### src/rtl/hppi_pkg.sv
// Shared types and constants for the pending-interrupt scanner.
package hppi_pkg;
    localparam int PRIO_W = 8;
    localparam logic [PRIO_W-1:0] PRIO_NONE   = 8'hFF;
    localparam logic [PRIO_W-1:0] PRIO_NMI_NS = 8'h80;
    localparam logic [PRIO_W-1:0] PRIO_NMI_S  = 8'h00;
    localparam int CHUNK_W = 32;
    localparam int CHUNK_B = 5;

    typedef enum logic [1:0] {
        ST_IDLE,
        ST_SCAN,
        ST_LPI,
        ST_CHECK
    } scan_state_e;
endpackage

### src/rtl/hppi_prio_eval.sv
// Effective priority of one interrupt.
// NMIs get a synthesised priority; others pass their programmed byte.
// Assumes: purely combinational, inputs describe the interrupt under scan.
module hppi_prio_eval
    import hppi_pkg::*;
(
    input  logic [PRIO_W-1:0] prio,
    input  logic              nmi,
    input  logic              group_bit,
    input  logic              sec_disable,
    output logic [PRIO_W-1:0] eff_prio
);
    // Pick the synthesised or programmed priority.
    always_comb begin
        if (nmi) begin
            eff_prio = (!sec_disable && group_bit) ? PRIO_NMI_NS : PRIO_NMI_S;
        end else begin
            eff_prio = prio;
        end
    end
endmodule

### src/rtl/hppi_better.sv
// Decides whether a candidate should replace the recorded best.
// Order: numeric priority, then NMI, then lowest ID (equal ID counts as better).
// Assumes: purely combinational.
module hppi_better
    import hppi_pkg::*;
#(
    parameter int ID_W = 6
) (
    input  logic [ID_W-1:0]   cand_id,
    input  logic [PRIO_W-1:0] cand_prio,
    input  logic              cand_nmi,
    input  logic [ID_W-1:0]   best_id,
    input  logic [PRIO_W-1:0] best_prio,
    input  logic              best_nmi,
    output logic              take
);
    // Three-level comparison.
    always_comb begin
        if (cand_prio != best_prio) begin
            take = cand_prio < best_prio;
        end else if (cand_nmi != best_nmi) begin
            take = cand_nmi;
        end else begin
            take = cand_id <= best_id;
        end
    end
endmodule

### src/rtl/hppi_cpu_slot.sv
// Per-CPU record: a working best that is updated during a scan and a
// published best that is copied from it at completion.
// Assumes: at most one of init_full / init_incr / update source per cycle.
module hppi_cpu_slot
    import hppi_pkg::*;
#(
    parameter int ID_W = 6
) (
    input  logic              clk,
    input  logic              rst_n,
    input  logic              init_full,
    input  logic              init_incr,
    input  logic              cand_en,
    input  logic [ID_W-1:0]   cand_id,
    input  logic [PRIO_W-1:0] cand_prio,
    input  logic              cand_nmi,
    input  logic              lpi_step,
    input  logic              lpi_ok,
    input  logic [ID_W-1:0]   lpi_id,
    input  logic [PRIO_W-1:0] lpi_prio,
    input  logic              lpi_nmi,
    input  logic [ID_W-1:0]   range_lo,
    input  logic [ID_W-1:0]   range_hi,
    input  logic              publish,
    output logic              need_full,
    output logic [ID_W-1:0]   pub_id,
    output logic [PRIO_W-1:0] pub_prio,
    output logic              pub_nmi
);
    logic [ID_W-1:0]   w_id;
    logic [PRIO_W-1:0] w_prio;
    logic              w_nmi;
    logic              w_seen;
    logic [ID_W-1:0]   c_id;
    logic [PRIO_W-1:0] c_prio;
    logic              c_nmi;
    logic              c_en;
    logic              take;

    // Select the scan candidate or the LPI candidate.
    always_comb begin
        c_en   = lpi_step ? lpi_ok   : cand_en;
        c_id   = lpi_step ? lpi_id   : cand_id;
        c_prio = lpi_step ? lpi_prio : cand_prio;
        c_nmi  = lpi_step ? lpi_nmi  : cand_nmi;
    end

    hppi_better #(.ID_W(ID_W)) u_cmp (
        .cand_id   (c_id),
        .cand_prio (c_prio),
        .cand_nmi  (c_nmi),
        .best_id   (w_id),
        .best_prio (w_prio),
        .best_nmi  (w_nmi),
        .take      (take)
    );

    // Working record: clear, reload from published, or take a better candidate.
    always_ff @(posedge clk) begin
        if (!rst_n) begin
            w_id   <= '0;
            w_prio <= PRIO_NONE;
            w_nmi  <= 1'b0;
            w_seen <= 1'b0;
        end else if (init_full) begin
            w_prio <= PRIO_NONE;
            w_nmi  <= 1'b0;
            w_seen <= 1'b0;
        end else if (init_incr) begin
            w_id   <= pub_id;
            w_prio <= pub_prio;
            w_nmi  <= pub_nmi;
            w_seen <= 1'b0;
        end else if (c_en && take) begin
            w_id   <= c_id;
            w_prio <= c_prio;
            w_nmi  <= c_nmi;
            w_seen <= 1'b1;
        end
    end

    // Published record: follows the working record only at completion.
    always_ff @(posedge clk) begin
        if (!rst_n) begin
            pub_id   <= '0;
            pub_prio <= PRIO_NONE;
            pub_nmi  <= 1'b0;
        end else if (publish) begin
            pub_id   <= w_id;
            pub_prio <= w_prio;
            pub_nmi  <= w_nmi;
        end
    end

    // Old best survived unchallenged inside the walked range.
    assign need_full = !w_seen && (w_prio != PRIO_NONE) &&
                       (w_id >= range_lo) && (w_id <= range_hi);

    // without a reinit the working priority can only become more urgent.
    a_r1_prio_monotone: assert property (@(posedge clk) disable iff (!rst_n)
        (!init_full && !init_incr) |=> (w_prio <= $past(w_prio)));

    // published record holds between completions.
    a_r10_pub_hold: assert property (@(posedge clk) disable iff (!rst_n)
        !publish |=> ($stable(pub_prio) && $stable(pub_id) && $stable(pub_nmi)));
endmodule

### src/rtl/hppi_scanner.sv
// Highest-priority pending interrupt scanner.
// Walks IDs one per cycle, routes each eligible one to its target CPU slot,
// then compares LPI candidates and decides between publishing and a
// fallback full rescan. Assumes range_lo <= range_hi < NUM_IRQ and that the
// per-ID inputs answer combinationally to scan_id.
module hppi_scanner
    import hppi_pkg::*;
#(
    parameter int NUM_IRQ = 64,
    parameter int NUM_CPU = 3,
    localparam int ID_W  = $clog2(NUM_IRQ),
    localparam int CPU_W = (NUM_CPU > 1) ? $clog2(NUM_CPU) : 1
) (
    input  logic                      clk,
    input  logic                      rst_n,
    input  logic                      start,
    input  logic                      full_req,
    input  logic [ID_W-1:0]           range_lo,
    input  logic [ID_W-1:0]           range_hi,
    output logic                      busy,
    output logic                      done,
    output logic [ID_W-1:0]           scan_id,
    output logic                      mask_fetch,
    input  logic [CHUNK_W-1:0]        mask_in,
    input  logic [PRIO_W-1:0]         prio_in,
    input  logic                      nmi_in,
    input  logic                      group_in,
    input  logic [CPU_W-1:0]          tgt_in,
    input  logic                      tgt_valid_in,
    input  logic                      sec_disable,
    input  logic                      grp1ns_en,
    input  logic [NUM_CPU-1:0]        lpi_enable,
    input  logic [NUM_CPU*ID_W-1:0]   lpi_id,
    input  logic [NUM_CPU*PRIO_W-1:0] lpi_prio,
    input  logic [NUM_CPU-1:0]        lpi_nmi,
    output logic [NUM_CPU*ID_W-1:0]   best_id,
    output logic [NUM_CPU*PRIO_W-1:0] best_prio,
    output logic [NUM_CPU-1:0]        best_nmi,
    output logic [NUM_CPU-1:0]        best_valid
);
    localparam logic [ID_W-1:0] LAST_ID = ID_W'(NUM_IRQ - 1);

    scan_state_e       state;
    logic [ID_W-1:0]   lo_q, hi_q;
    logic              full_q;
    logic              done_q;
    logic [CHUNK_W-1:0] mask_q, mask_cur;
    logic              elig, tgt_ok;
    logic [PRIO_W-1:0] eff_prio;
    logic [NUM_CPU-1:0] need_full;
    logic              fallback, init_full, init_incr, publish;

    assign busy = (state != ST_IDLE);
    assign done = done_q;

    // Eligibility word: fetched at range start and at each 32-ID boundary.
    assign mask_fetch = (state == ST_SCAN) &&
                        ((scan_id == lo_q) || (scan_id[CHUNK_B-1:0] == '0));
    assign mask_cur   = mask_fetch ? mask_in : mask_q;
    assign elig       = mask_cur[scan_id[CHUNK_B-1:0]];
    assign tgt_ok     = tgt_valid_in && (int'(tgt_in) < NUM_CPU);

    // Scan controls shared by all slots.
    assign fallback  = (state == ST_CHECK) && !full_q && (|need_full);
    assign init_full = ((state == ST_IDLE) && start && full_req) || fallback;
    assign init_incr = (state == ST_IDLE) && start && !full_req;
    assign publish   = (state == ST_CHECK) && !fallback;

    hppi_prio_eval u_eval (
        .prio        (prio_in),
        .nmi         (nmi_in),
        .group_bit   (group_in),
        .sec_disable (sec_disable),
        .eff_prio    (eff_prio)
    );

    for (genvar g = 0; g < NUM_CPU; g++) begin : g_cpu
        logic hit, lpi_ok;
        logic [ID_W-1:0]   p_id;
        logic [PRIO_W-1:0] p_prio;
        logic              p_nmi;

        assign hit    = (state == ST_SCAN) && elig && tgt_ok &&
                        (tgt_in == CPU_W'(g));
        assign lpi_ok = lpi_enable[g] && grp1ns_en &&
                        (lpi_prio[g*PRIO_W +: PRIO_W] != PRIO_NONE);

        hppi_cpu_slot #(.ID_W(ID_W)) u_slot (
            .clk       (clk),
            .rst_n     (rst_n),
            .init_full (init_full),
            .init_incr (init_incr),
            .cand_en   (hit),
            .cand_id   (scan_id),
            .cand_prio (eff_prio),
            .cand_nmi  (nmi_in),
            .lpi_step  (state == ST_LPI),
            .lpi_ok    (lpi_ok),
            .lpi_id    (lpi_id[g*ID_W +: ID_W]),
            .lpi_prio  (lpi_prio[g*PRIO_W +: PRIO_W]),
            .lpi_nmi   (lpi_nmi[g]),
            .range_lo  (lo_q),
            .range_hi  (hi_q),
            .publish   (publish),
            .need_full (need_full[g]),
            .pub_id    (p_id),
            .pub_prio  (p_prio),
            .pub_nmi   (p_nmi)
        );

        assign best_id[g*ID_W +: ID_W]       = p_id;
        assign best_prio[g*PRIO_W +: PRIO_W] = p_prio;
        assign best_nmi[g]                   = p_nmi;
        assign best_valid[g]                 = (p_prio != PRIO_NONE);
    end

    // Hold the current eligibility word between fetches.
    always_ff @(posedge clk) begin
        if (!rst_n) begin
            mask_q <= '0;
        end else if (mask_fetch) begin
            mask_q <= mask_in;
        end
    end

    // Sequencer: idle, walk IDs, LPI compare, completion check.
    always_ff @(posedge clk) begin
        if (!rst_n) begin
            state   <= ST_IDLE;
            scan_id <= '0;
            lo_q    <= '0;
            hi_q    <= '0;
            full_q  <= 1'b0;
            done_q  <= 1'b0;
        end else begin
            done_q <= 1'b0;
            unique case (state)
                ST_IDLE: begin
                    if (start) begin
                        full_q  <= full_req;
                        lo_q    <= full_req ? '0 : range_lo;
                        hi_q    <= full_req ? LAST_ID : range_hi;
                        scan_id <= full_req ? '0 : range_lo;
                        state   <= ST_SCAN;
                    end
                end
                ST_SCAN: begin
                    if (scan_id == hi_q) begin
                        state <= ST_LPI;
                    end else begin
                        scan_id <= scan_id + 1'b1;
                    end
                end
                ST_LPI: begin
                    state <= ST_CHECK;
                end
                ST_CHECK: begin
                    if (fallback) begin
                        full_q  <= 1'b1;
                        lo_q    <= '0;
                        hi_q    <= LAST_ID;
                        scan_id <= '0;
                        state   <= ST_SCAN;
                    end else begin
                        done_q <= 1'b1;
                        state  <= ST_IDLE;
                    end
                end
                default: state <= ST_IDLE;
            endcase
        end
    end

    // completion is a single-cycle pulse.
    a_r10_done_pulse: assert property (@(posedge clk) disable iff (!rst_n)
        done |=> !done);

    // completion is reported only once the block is idle.
    a_r10_done_idle: assert property (@(posedge clk) disable iff (!rst_n)
        done |-> !busy);

    // one ID per cycle while walking.
    a_r10_one_per_cycle: assert property (@(posedge clk) disable iff (!rst_n)
        (state == ST_SCAN && scan_id != hi_q) |=>
        (state == ST_SCAN && scan_id == $past(scan_id) + 1'b1));

    // a start during a walk leaves the range untouched.
    a_r10_start_ignored: assert property (@(posedge clk) disable iff (!rst_n)
        ((state == ST_SCAN || state == ST_LPI) && start) |=>
        ($stable(lo_q) && $stable(hi_q)));

    // the first ID of every walk fetches a fresh word.
    a_r6_fetch_first: assert property (@(posedge clk) disable iff (!rst_n)
        $rose(busy) |-> mask_fetch);
endmodule

### config.mk
export PLATFORM = sky130hd
export DESIGN_NAME = hppi_scanner
export DESIGN_NICKNAME = d
export VERILOG_FILES = /design/src/rtl/hppi_pkg.sv /design/src/rtl/hppi_prio_eval.sv /design/src/rtl/hppi_better.sv /design/src/rtl/hppi_cpu_slot.sv /design/src/rtl/hppi_scanner.sv
export SDC_FILE = /design/constraint.sdc
export NUM_CORES = 1
export LEC_CHECK = 0
export ABC_AREA = 1
export BUFFER_PORTS_ARGS = -buffer_cell sky130_fd_sc_hd__buf_2
export CAP_MARGIN = 20
export CORE_AREA = 2 2 130 132
export DETAILED_ROUTE_END_ITERATION = 12
export DIE_AREA = 0 0 132 134
export HOLD_SLACK_MARGIN = 0.03
export PLACE_DENSITY = 0.88
export REMOVE_ABC_BUFFERS = 1
export SETUP_SLACK_MARGIN = 0.2
export SYNTH_ARGS = -nofsm -noshare
export SYNTH_HDL_FRONTEND = slang
export SYNTH_SLANG_ARGS = --single-unit
### constraint.sdc
create_clock -name clk -period 3.6 [get_ports clk]
set_input_delay 0.36 -clock clk [delete_from_list [all_inputs] [get_ports clk]]
set_output_delay 0.36 -clock clk [all_outputs]
set_load 0.02 [all_outputs]
==> run summary <==
## Status
* finished, final reports clean — run status

## Layout
* 2940 um^2 — sequential cell area in the final layout
* 17.6% — area overhead of the layout relative to synthesis
* 0 — Antenna Cells
* 16.2% — fraction of layout cells with a size suffix above 1
* 1711 — Net count, final
* 1374 — fill cell count
* 5330 um^2 — Multi-input gate area

## GRT
* met2 — busiest layer in global routing
* 5.63% — GR met3 Demand/Resource
* 51.5% — met2 Use GR
* 73 — pin count of the biggest net entering global routing
* 9176 — number of global-route vias before repair
* 44200 um — wire length of the first global-routing pass
* 39.1% — GR met1 Demand/Resource
* 0 — grt total ovfl
* 0 — initial antenna violation count
* 31.0% — all-layer global routing usage

## Yosys
* 32.0% — share of Yosys cell area claimed by the top area cell type
* 0 — number of synthesized flops with an enable pin
* 6.71 um^2 — mean area per synthesized cell
* 0% — share of flip-flops with an asynchronous set or reset
* sky130_fd_sc_hd__nand2_1 — most frequent cell after synthesis
* 1369 — instance count of the mapped netlist
* 147 — number of synthesized register bits
* 9190 um^2 — Cell Area, Synth
* sky130_fd_sc_hd__dfxtp_1, sky130_fd_sc_hd__nand2_1, sky130_fd_sc_hd__ha_1 — largest cells by area after synthesis
* sky130_fd_sc_hd__dfxtp_1 — Top FF cell, synth
* 0 — synth warn
* 38 — post-synthesis cell type count
* sky130_fd_sc_hd__nand2_1, sky130_fd_sc_hd__inv_1, sky130_fd_sc_hd__dfxtp_1 — cell types with the highest counts after synthesis
* 32.0% — sequential area share after synthesis
* sky130_fd_sc_hd__dfxtp_1 — post-synth top area cell

## Power and ir drop
* 25.0% — Reg power frac
* 56.7% — Gate power share
* 0.534 mV — Worst VDD drop
* 48.7% — switching part of the total
* 5.77 nW — Static Leak
* 9.51 mW — total power
* 880 nW/um^2 — power density over cell area
* 4.88 mW — Internal Dissipation
* 18.3% — clock power share
* 4.63 mW — net switching power

## STA
* 0.365 ns — post-route setup slack
* 43.6% — Rel. slew slack
* 3.23 ns — final critical delay including setup and external delays
* 0 — number of slew-limit violations in the final report
* 0 — final count of negative-setup-slack endpoints
* 89.9% — final clock period utilization by the worst path
* 0.0101 ns — final clock skew
* 0.845 ns — pin slew with the least headroom to its limit
* 0 — hold violation count in the final report
* no — setup repair after global routing missed its margin
* 309 MHz — timing-limited maximum frequency

## Routing
* 0 — final antenna-violating net count
* 987 — Iteration-0 DRC Markers
* 6 — first-pass detailed-route iteration total
* 5.68 — vias per cell
* 27600 um — DRT Wirelength
* 9927 — via count
* 15.8 um — Wirelength per Cell
* 0 — residual DRC count

## Clock tree
* 17 — Num CTS Buffers
* 0.44 ns — clk_lat worst skew
* 0 — count of hold buffers inserted by post-cts repair
* sky130_fd_sc_hd__clkbuf_16 — Root Driver
* 147 — CTS Sinks
* 4 — CTS H-Tree Depth
* 0 — buffers inserted by post-CTS timing repair
* 2 — CTS max path bufs
* 0.06 ns — clock transition time at the flip-flop clock pins of the worst setup and hold paths
* built — CTS tree

## Die
* 168 — I/O pin cnt
* 134 um — die extent in y
* 56.4% — starting density of the core
* 132 um — die width
* 16300 um^2 — Core Footprint
* 47 — number of rows in the core area
* 17700 um^2 — floorplan die area

## Worst setup path
* 28 — Max Fanout on Critical Path
* 3.96 ns — worst path required time
* flop — launching element type of the critical path
* flop — Critical Path Sink Type
* reg -> reg — critical setup path kind
* 3.60 ns — arrival time of the worst setup path

## Place
* 167 — number of buffer cells added on primary ports
* 20100 um — post-detail-place hpwl
* 0.941 — weighted congestion reported at the end of routability-driven placement
* 0.322 ns — worst slack at placement

## Hold path
* in -> reg — path class of the lowest-slack min-delay path

## Flow run
* 0 — max-cap violations

==> power groups by stage <==
stage | Sequential [mW] | Combinational (mW) | Clock (mW)
final | 2.38 | 5.39 | 1.74
after global routing | 2.43 | 6.03 | 1.81
after CTS | 2.37 | 5.23 | 1.74
after detailed placement | 2.40 | 5.16 | 0
after global placement | 2.39 | 4.98 | 0
after floorplan | 2.50 | 3.49 | 0
==> cell type report <==
cell class | count | share of cell area (%)
multi-input cells | 983 | 49.3
flip-flops and latches | 147 | 27.3
repair buffers | 190 | 9.44
inverters | 176 | 6.17
clock buffers | 18 | 4.07
well taps | 220 | 2.55
clock inverters | 14 | 1.18
==> state kept, by name, summed over array words and instances (netlist names) <==
register,cells
g_cpu.u_slot.w_id,18
g_cpu.u_slot.pub_nmi,3
scan_id,6
full_q,1
g_cpu.u_slot.w_prio,24
g_cpu.u_slot.w_seen,3
g_cpu.u_slot.pub_id,18
done,1
g_cpu.u_slot.pub_prio,24
hi_q,6
g_cpu.u_slot.w_nmi,3
mask_q,32
state,2
lo_q,6
==> through the flow <==
stage / setup TNS, ns / std cells / hold slack (ns) / util (%) / cell area (um^2)
6_report: 0 / 1748 / 0.159 / 66.3 / 10800
5_1_grt: 0 / 1748 / 0.199 / 66.3 / 10800
3_5_place_dp: 0 / 1716 / 0.456 / 62.5 / 10200
4_1_cts: 0 / 1748 / 0.154 / 66.0 / 10800
2_1_floorplan: -2.91 / 1306 / 0.436 / - / 8890
3_3_place_gp: 0 / 1716 / 0.443 / 62.5 / 10200
==> layout by cell type (no fill, tap or decap), types with 3 or more instances in the layout <==
cell / synthesis / layout
sky130_fd_sc_hd__clkinvlp_4: 0 / 5
sky130_fd_sc_hd__inv_6: 0 / 4
sky130_fd_sc_hd__nor2_1: 134 / 134
sky130_fd_sc_hd__nor4_1: 6 / 6
sky130_fd_sc_hd__nand3_1: 74 / 73
sky130_fd_sc_hd__a32oi_1: 3 / 3
sky130_fd_sc_hd__o22ai_1: 4 / 4
sky130_fd_sc_hd__nand3b_1: 12 / 12
sky130_fd_sc_hd__dfxtp_1: 147 / 146
sky130_fd_sc_hd__o21ai_0: 89 / 89
sky130_fd_sc_hd__buf_2: 13 / 167
sky130_fd_sc_hd__ha_1: 85 / 84
sky130_fd_sc_hd__o21ai_1: 6 / 6
sky130_fd_sc_hd__buf_4: 4 / 21
sky130_fd_sc_hd__nand4_1: 23 / 23
sky130_fd_sc_hd__inv_2: 8 / 7
sky130_fd_sc_hd__nand2_4: 1 / 6
sky130_fd_sc_hd__a211oi_1: 9 / 9
sky130_fd_sc_hd__inv_1: 166 / 166
sky130_fd_sc_hd__o2111ai_1: 4 / 4
sky130_fd_sc_hd__clkinv_2: 0 / 3
sky130_fd_sc_hd__a31oi_1: 3 / 3
sky130_fd_sc_hd__nand2_2: 7 / 4
sky130_fd_sc_hd__a21oi_1: 88 / 88
sky130_fd_sc_hd__nor3_1: 4 / 4
sky130_fd_sc_hd__o211ai_1: 59 / 59
sky130_fd_sc_hd__a221oi_1: 3 / 3
sky130_fd_sc_hd__clkbuf_16: 0 / 17
sky130_fd_sc_hd__nand2_1: 355 / 353
==> worst paths after layout <==
check | from | end | slack, ns | cells past startpoint
worst max-delay path | hi_q[5] | g_cpu[0].u_slot.w_seen | 0.37 | 18
worst min register to register | g_cpu[2].u_slot.w_seen | g_cpu[2].u_slot.w_seen | 0.46 | 2
worst min-delay path | range_hi[0] | hi_q[0] | 0.16 | 3
worst max register to register | hi_q[5] | g_cpu[0].u_slot.w_seen | 0.37 | 18
==> cells by family (layout without fill, tap and decap cells) <==
group	Yosys count	in the layout	synth area share [%]
adders and majority gates	85	85	11.6
DFF	147	147	32.0
buffers and inverters	239	398	10.4
xor gates and xnor gates	1	1	0.0953
and+or+nand+nor	619	619	28.0
AOI/OAI and AO/OA	278	278	17.9
==> metal layers <==
| metal | vias up | part of all wire (%) |
|---|---|---|
| met5 | - | 0 |
| met4 | 0 | 3.8 |
| met3 | 87 | 10 |
| met2 | 558 | 46 |
| met1 | 4456 | 40 |
| li1 | 4826 | - |
==> what timing repair did <==
item,CTS,global route
setup endpoints to repair,0,58
endpoints found under the hold margin,0,0
gates resized for setup,0,15
==> worst max-delay path, cell delays in order, from the launching register on <==
cell	delay [ns]
sky130_fd_sc_hd__dfxtp_1	0.38
sky130_fd_sc_hd__inv_1	0.13
sky130_fd_sc_hd__ha_1	0.32
sky130_fd_sc_hd__nand2_1	0.06
sky130_fd_sc_hd__clkinv_1	0.06
sky130_fd_sc_hd__nand3_1	0.07
sky130_fd_sc_hd__o211ai_1	0.15
sky130_fd_sc_hd__o21ai_1	0.14
sky130_fd_sc_hd__o2111ai_1	0.14
sky130_fd_sc_hd__o221ai_1	0.19
sky130_fd_sc_hd__nand3_1	0.19
sky130_fd_sc_hd__inv_1	0.11
sky130_fd_sc_hd__a31oi_1	0.19
sky130_fd_sc_hd__buf_4	0.21
sky130_fd_sc_hd__inv_1	0.06
sky130_fd_sc_hd__nor2_1	0.09
sky130_fd_sc_hd__buf_4	0.33
sky130_fd_sc_hd__nand2_1	0.18
sky130_fd_sc_hd__a21oi_1	0.15
(Power assumes the default switching activity.)
